`config.mk`:
```
export PLATFORM = sky130hd
export DESIGN_NAME = xfer_bus_core
export DESIGN_NICKNAME = d
export VERILOG_FILES = /design/src/rtl/xfer_bus_pkg.sv /design/src/rtl/xfer_reg.sv /design/src/rtl/bus_src_mux.sv /design/src/rtl/xfer_bus_core.sv
export SDC_FILE = /design/constraint.sdc
export NUM_CORES = 1
export LEC_CHECK = 0
export CORE_MARGIN = 3
export CORE_UTILIZATION = 33
export DETAILED_ROUTE_END_ITERATION = 8
export SLEW_MARGIN = 20
export SYNTH_ARGS = -nofsm -noshare
export SYNTH_HDL_FRONTEND = slang
export SYNTH_SLANG_ARGS = --single-unit
```
`constraint.sdc`:
```
create_clock -name clk -period 3 [get_ports clk]
set_clock_uncertainty 0.15 [all_clocks]
set_input_delay 0.6 -clock clk [delete_from_list [all_inputs] [get_ports clk]]
set_output_delay 0.6 -clock clk [all_outputs]
set_load 0.01 [all_outputs]
```
`src/rtl/xfer_bus_pkg.sv`:
```
package xfer_bus_pkg;

    localparam int NREG      = 6;
    localparam int SEL_W     = 3;
    localparam int IDX_AR    = 0;
    localparam int IDX_PC    = 1;
    localparam int IDX_DR    = 2;
    localparam int IDX_AC    = 3;
    localparam int IDX_IR    = 4;
    localparam int IDX_TR    = 5;
    localparam int SEL_IDLE  = 0;
    localparam int SEL_MEM   = 7;

    typedef enum logic [1:0] {
        ACT_HOLD  = 2'd0,
        ACT_CLEAR = 2'd1,
        ACT_LOAD  = 2'd2,
        ACT_STEP  = 2'd3
    } reg_act_e;

    function automatic bit is_narrow(input int idx);
        return (idx == IDX_AR) || (idx == IDX_PC);
    endfunction

    function automatic bit has_step_clear(input int idx);
        return idx != IDX_IR;
    endfunction

endpackage

```
`src/rtl/xfer_reg.sv`:
```
module xfer_reg
    import xfer_bus_pkg::*;
#(
    parameter int W = 16
) (
    input  logic         clk,
    input  logic         rst_n,
    input  logic         ld,
    input  logic         inc,
    input  logic         clr,
    input  logic [W-1:0] din,
    output logic [W-1:0] q
);

    typedef struct packed {
        reg_act_e     act;
        logic [W-1:0] val;
    } reg_state_t;

    reg_state_t st_d;
    logic [W-1:0] val_q;

    always_comb begin
        // clear over load over increment
        if (clr) begin
            st_d.act = ACT_CLEAR;
        end else if (ld) begin
            st_d.act = ACT_LOAD;
        end else if (inc) begin
            st_d.act = ACT_STEP;
        end else begin
            st_d.act = ACT_HOLD;
        end
        unique case (st_d.act)
            ACT_CLEAR: st_d.val = '0;
            ACT_LOAD:  st_d.val = din;
            ACT_STEP:  st_d.val = val_q + W'(1);
            default:   st_d.val = val_q;
        endcase
    end

    always_ff @(posedge clk or negedge rst_n) begin
        if (!rst_n) begin
            val_q <= '0;
        end else begin
            val_q <= st_d.val;
        end
    end

    assign q = val_q;

endmodule

```
`src/rtl/bus_src_mux.sv`:
```
module bus_src_mux
    import xfer_bus_pkg::*;
#(
    parameter int DATA_W = 16
) (
    input  logic [SEL_W-1:0]  sel,
    input  logic [DATA_W-1:0] src [NREG],
    input  logic [DATA_W-1:0] mem_word,
    output logic [DATA_W-1:0] bus
);

    always_comb begin
        bus = '0;
        for (int k = 0; k < NREG; k++) begin
            if (sel == SEL_W'(k + 1)) begin
                bus = src[k];
            end
        end
        if (sel == SEL_W'(SEL_MEM)) begin
            bus = mem_word;
        end
    end

endmodule

```
`src/rtl/xfer_bus_core.sv`:
```
module xfer_bus_core
    import xfer_bus_pkg::*;
#(
    parameter int DATA_W = 16,
    parameter int ADDR_W = 12
) (
    input  logic              clk,
    input  logic              rst_n,
    input  logic [2:0]        bus_sel,
    input  logic [5:0]        reg_ld,
    input  logic [5:0]        reg_inc,
    input  logic [5:0]        reg_clr,
    input  logic [DATA_W-1:0] mem_rdata,
    output logic [ADDR_W-1:0] mem_addr,
    output logic [DATA_W-1:0] bus_out,
    output logic [ADDR_W-1:0] ar_q,
    output logic [ADDR_W-1:0] pc_q,
    output logic [DATA_W-1:0] dr_q,
    output logic [DATA_W-1:0] ac_q,
    output logic [DATA_W-1:0] ir_q,
    output logic [DATA_W-1:0] tr_q
);

    logic [DATA_W-1:0] reg_ext [NREG];
    logic [DATA_W-1:0] bus_d;

    for (genvar i = 0; i < NREG; i++) begin : g_reg
        localparam int RW = is_narrow(i) ? ADDR_W : DATA_W;
        localparam bit FULL = has_step_clear(i);
        logic [RW-1:0]     q_w;
        logic [DATA_W-1:0] ext_w;

        xfer_reg #(.W(RW)) u_reg (
            .clk   (clk),
            .rst_n (rst_n),
            .ld    (reg_ld[i]),
            .inc   (reg_inc[i] & FULL),
            .clr   (reg_clr[i] & FULL),
            .din   (bus_d[RW-1:0]),
            .q     (q_w)
        );

        // zero-extend narrow registers onto the bus
        always_comb begin
            ext_w = '0;
            ext_w[RW-1:0] = q_w;
        end
        assign reg_ext[i] = ext_w;
    end

    bus_src_mux #(.DATA_W(DATA_W)) u_mux (
        .sel      (bus_sel),
        .src      (reg_ext),
        .mem_word (mem_rdata),
        .bus      (bus_d)
    );

    assign bus_out  = bus_d;
    assign ar_q     = reg_ext[IDX_AR][ADDR_W-1:0];
    assign pc_q     = reg_ext[IDX_PC][ADDR_W-1:0];
    assign dr_q     = reg_ext[IDX_DR];
    assign ac_q     = reg_ext[IDX_AC];
    assign ir_q     = reg_ext[IDX_IR];
    assign tr_q     = reg_ext[IDX_TR];
    assign mem_addr = ar_q;

endmodule

```
# Yosys cells after proc, flatten, opt, wreduce, memory -nomap -nowiden
# Cells that the tools add are included.
[totals]
ff_bits = 88
inputBits = 39
output_inout_bits = 116
wordCells = 72
[classes]
n_addsub = 6
eq_ne = 25
muxes = 29
n_reduce_logical = 6
[ops]
columns = ["cell", "count"]
rows = [
  ["one-hot mux 16 bit (3 select lines)", 4],
  ["two-way mux 16 bit", 5],
  ["one-hot mux 12 bit (3 select lines)", 2],
  ["adder 16 x 1 -> 16 bit, second input constant", 4],
  ["two-way mux 2 bit", 16],
  ["adder 12 x 1 -> 12 bit, second input constant", 2],
  ["equality test 2 bit, second input constant", 12],
  ["two-way mux 12 bit", 2],
  ["nonzero test 3 bit", 6],
  ["equality test 2 x 1 -> 1 bit, second input constant", 6],
  ["equality test 3 bit, second input constant", 4],
  ["equality test 3 x 2 -> 1 bit, second input constant", 2],
  ["equality test 3 x 1 -> 1 bit, second input constant", 1],
]

# Longest topological paths before layout
[depth]
depth_word = 9
mapped_depth = 8
depth_no_buf = 5

# By module
# A second synthesis with hierarchy kept.
[hier_totals]
cells_unflattened = 779
hier_area_um2 = 6955.4
[by_module_without_submodules]
columns = ["mod", "instances", "cells_each", "area_per_inst_um2", "seq_area_each_um2"]
rows = [
  ["xfer_reg at g_reg[2].u_reg ...", 4, 112, 1024.7, 400.4],
  ["xfer_reg at g_reg[0].u_reg ...", 2, 84, 779.5, 300.3],
  ["bus_src_mux", 1, 150, 1203.7, 0.0],
  ["xfer_bus_core", 1, 13, 93.8, 0.0],
]

# Least setup slack after synthesis
# Ideal clock, no wire load.
[synth_timing]
path_type = "in2out"
from = "input bus_sel[0]"
to = "output bus_out[0]"
arrival_time_ns = 1.740
required_ns = 2.250
slack_ns = 0.510
stages = 7
n_path_buf = 3
path_cell_list = "buf_6 buf_4 buf_6 mux2i_1 o22ai_1 o311ai_2 a21oi_1"
[synth_via]
elab_chain_len = 8
elab_cells_between_ends = 14
classes_between = "7 x eq/ne; 7 x mux"
[synth_rtl]
columns = ["element", "line_no", "text"]
rows = [
  ["start: declaration", "xfer_bus_core.sv:9", "input logic [2:0] bus_sel,"],
  ["equality test 3 x 1 -> 1 bit", "bus_src_mux.sv:15", "if (sel == SEL_W'(k + 1)) begin"],
  ["two-way mux 12 bit (2 in series)", "bus_src_mux.sv:15", ""],
  ["two-way mux 16 bit (4 in series)", "bus_src_mux.sv:15", ""],
  ["two-way mux 16 bit (*)", "bus_src_mux.sv:19", "if (sel == SEL_W'(SEL_MEM)) begin"],
  ["end: declaration", "xfer_bus_core.sv:15", "output logic [DATA_W-1:0] bus_out,"],
]
# Every way passes the cells marked *; elsewhere a longest branch is shown, timed or not.

# Worst setup path after layout
[layout_timing]
from = "input bus_sel[1]"
to = "output bus_out[4]"
# The elaborated chain is that of the path after synthesis.

==> metrics <==
crit path kind input port to output port; CTS H-tree lvls 3; total grt overflow 0; Die Y 140 um; Port-buffer cells 152; vias in the first global route 5538; Final Worst Setup Slack 31.9 ps; area grow syn2layout 38.8%; DR WL/cell 21.7 um; Clk Tree Root Cell clkbuf_16; Max IR drop VDD 0.322 mV; Final Hold Fails 0; layout cells sized above 1 16.3%; die width 140 um; initial antenna violation count 0; DP Worst Slack -389 ps; Worst Max-Slew Pin Slew 826 ps; gpl congestion 0.937; CP Capture Type output port; RSZ-0062 raised after global routing yes; Ys Warns 0; pwr/cell area 440 nW/um^2; Post-Syn Nets 670; DR pass1 iterations 5; Worst-Skew Late Latency 350 ps; CP startpoint kind input port; Ports 155; CTS tree yes; post-synth top area share 37.0%; DRT antenna net count 0; number of remaining DRC errors 0; initial core utilization 34.0%; Die ar. 19700 um^2; slowest stage cell, crit path clkdlybuf4s50_1; final period utilization 98.9%; flops & latches, synth 88; EDFF count, synth 0; Crit Path Max Fanout 7; min cycle time layout 2970 ps; crit path cell chain clkdlybuf4s50_1 > buf_6 > buf_2 > buf_4 > a21oi_1 > a21oi_2 > o21ai_2 > inv_1 > dlygate4sd2_1; fin. max-slew vios 0; DP HPWL 16700 um; M1 GR Usage 31.9%; Longest Clk Path Bufs 2; critical path required time 2250 ps; largest area contributor in the netlist dfrtp_1; DRT Wirelength 22400 um; placeable core area 17500 um^2; Cell variety after synth 52; Crit path arrival time 2220 ps; clock slew at reported path FFs 60 ps; post-synthesis mux area share 13.3%; Nets 846; met2 usage 34.0%; max reg flops 88; main combinational cell family by area after synthesis compound AO/OA/AOI/OAI gates; global-route wire length before repair 33800 um; Core Rows 48; Worst slew margin 44.7%; Hold WC Path Type input port to async pin; # setup viols final 0; maximum clock frequency 337 MHz; Seq/Total Area, Yosys 37.0%; Synth async-reset ratio 100%; busiest grt layer met2; crit-path leading delay family buffers and inverters; top cells by area, synth dfrtp_1, mux2i_1, xnor2_1, o211a_1, nand2_1; via/cell ratio 5.57; Via Count 5741; Mapped Avg Cell Area 9.50 um^2; XOR/XNOR share of the synthesized area 8.25%; adder-cell share of the synthesized area 1.05%; Hold WS 11.8 ps; GRT Util Overall 22.2%; CTS Sinks 88; largest net degree at the start of global routing 45; Synth Flop Type dfrtp_1; Crit path largest cell delay 420 ps; MaxCap Viol Count 0; Post-Syn Area 5940 um^2; Synth Area in Simple Gates 16.3%; cts bufs inserted 9; worst path bufs/invs 6; Leak Pwr 3.72 nW; M3 GR Usage 4.47%; status completed; First DRT Iteration DRCs 475; Synth Area in Compound Gates 17.2%; ANT cells 0; Cells after Synth 626
==> cells in the final DEF, fill, tap and decap left out, types with 22 or more instances in the layout <==
cell type,instances
inv_1,32
dfrtp_1,88
clkdlybuf4s50_1,133
xnor2_1,29
mux2i_1,41
o211a_1,24
nand2_1,63
buf_4,49
nor3_1,22
xor2_1,27
o21ai_0,34
a21oi_1,23
==> area by class of cell <==
| class | count | area [um^2] |
|---|---|---|
| Timing Repair Buffer | 207 | 1960 |
| Clock inverter | 3 | 42.5 |
| Multi-Input combinational cell | 458 | 3370 |
| Clock buffer | 12 | 246 |
| Tap cell | 225 | 282 |
| Inverter | 38 | 145 |
| Sequential cell | 88 | 2200 |
| Fill cell | 1628 | 9230 |
==> cell usage after synthesis, types with 5 or more instances <==
master / count
dfrtp_1: 88
nand2_1: 63
mux2i_1: 42
o21ai_0: 35
inv_1: 32
xnor2_1: 29
a21oi_1: 27
xor2_1: 27
o211a_1: 24
nor3_1: 22
nand4_1: 19
nor4_1: 19
buf_4: 17
a31oi_1: 16
mux2_2: 16
clkbuf_1: 15
nand3_1: 15
nor2_1: 15
o22ai_1: 9
mux4_2: 8
nand4_2: 6
a211oi_1: 5
a211oi_2: 5
buf_2: 5
ha_1: 5
or2_2: 5
==> routing by layer <==
| metal | routed length, um | share of wire, % |
|---|---|---|
| met1 | 9830 | 44 |
| met2 | 10400 | 46 |
| met3 | 1680 | 7.5 |
| met4 | 541 | 2.4 |
| met5 | 0 | 0 |
==> worst paths after layout <==
check / from / to / slack [ps] / cells past startpoint
worst max-delay path: bus_sel[1] / bus_out[4] / 30 / 9
worst min-delay path: rst_n / g_reg[0].u_reg.q[3]$_DFFE_PN0P_ / 10 / 1
worst max register to register: g_reg[3].u_reg.q[0]$_DFFE_PN0P_ / g_reg[3].u_reg.q[14]$_DFFE_PN0P_ / 1060 / 5
worst min register to register: g_reg[4].u_reg.q[10]$_DFFE_PN0P_ / g_reg[4].u_reg.q[10]$_DFFE_PN0P_ / 400 / 1
max in group asynchronous: rst_n / g_reg[2].u_reg.q[8]$_DFFE_PN0P_ / 2070 / 2
min in group clk: g_reg[4].u_reg.q[10]$_DFFE_PN0P_ / g_reg[4].u_reg.q[10]$_DFFE_PN0P_ / 400 / 1
==> what timing repair did <==
item / CTS / global route
setup endpoints to repair: 16 / 4
pin swaps: 5 / 3
resized for setup: 30 / 8
hold buffers: 0 / 0
buffers inserted: 1 / 3
==> report_power, final <==
group | internal [mW] | total (mW) | leakage [nW] | switching [mW]
combinational | 0.514 | 1.01 | 2.43 | 0.496
clock | 0.664 | 1.16 | 0.139 | 0.492
sequential | 1.28 | 1.46 | 1.15 | 0.176
==> logic make-up (layout without fill, tap and decap cells) <==
logic type	after synthesis	count (layout)
flip-flops	88	88
AND/OR/NAND/NOR	185	185
adder cells (fa/ha/maj)	5	5
XOR/XNOR	56	56
buffers and inverters	80	260
multiplexers	67	67
AO/OA/AOI/OAI	145	145
==> per-stage QoR <==
stage                     utilization [%]  power [mW]  instance area [um^2]  cells  TNS (ps)
after floorplan                         -        1.88                  5940    626         0
after global placement               45.2        2.47                  7910   1012     -5420
after detailed placement             45.2        2.48                  7910   1012     -5520
after CTS                            47.1        3.64                  8230   1028    -0.314
after global routing                 47.2        3.77                  8250   1031      -157
final                                47.2        3.63                  8250   1031         0
Power figures use the tool's default switching activity.
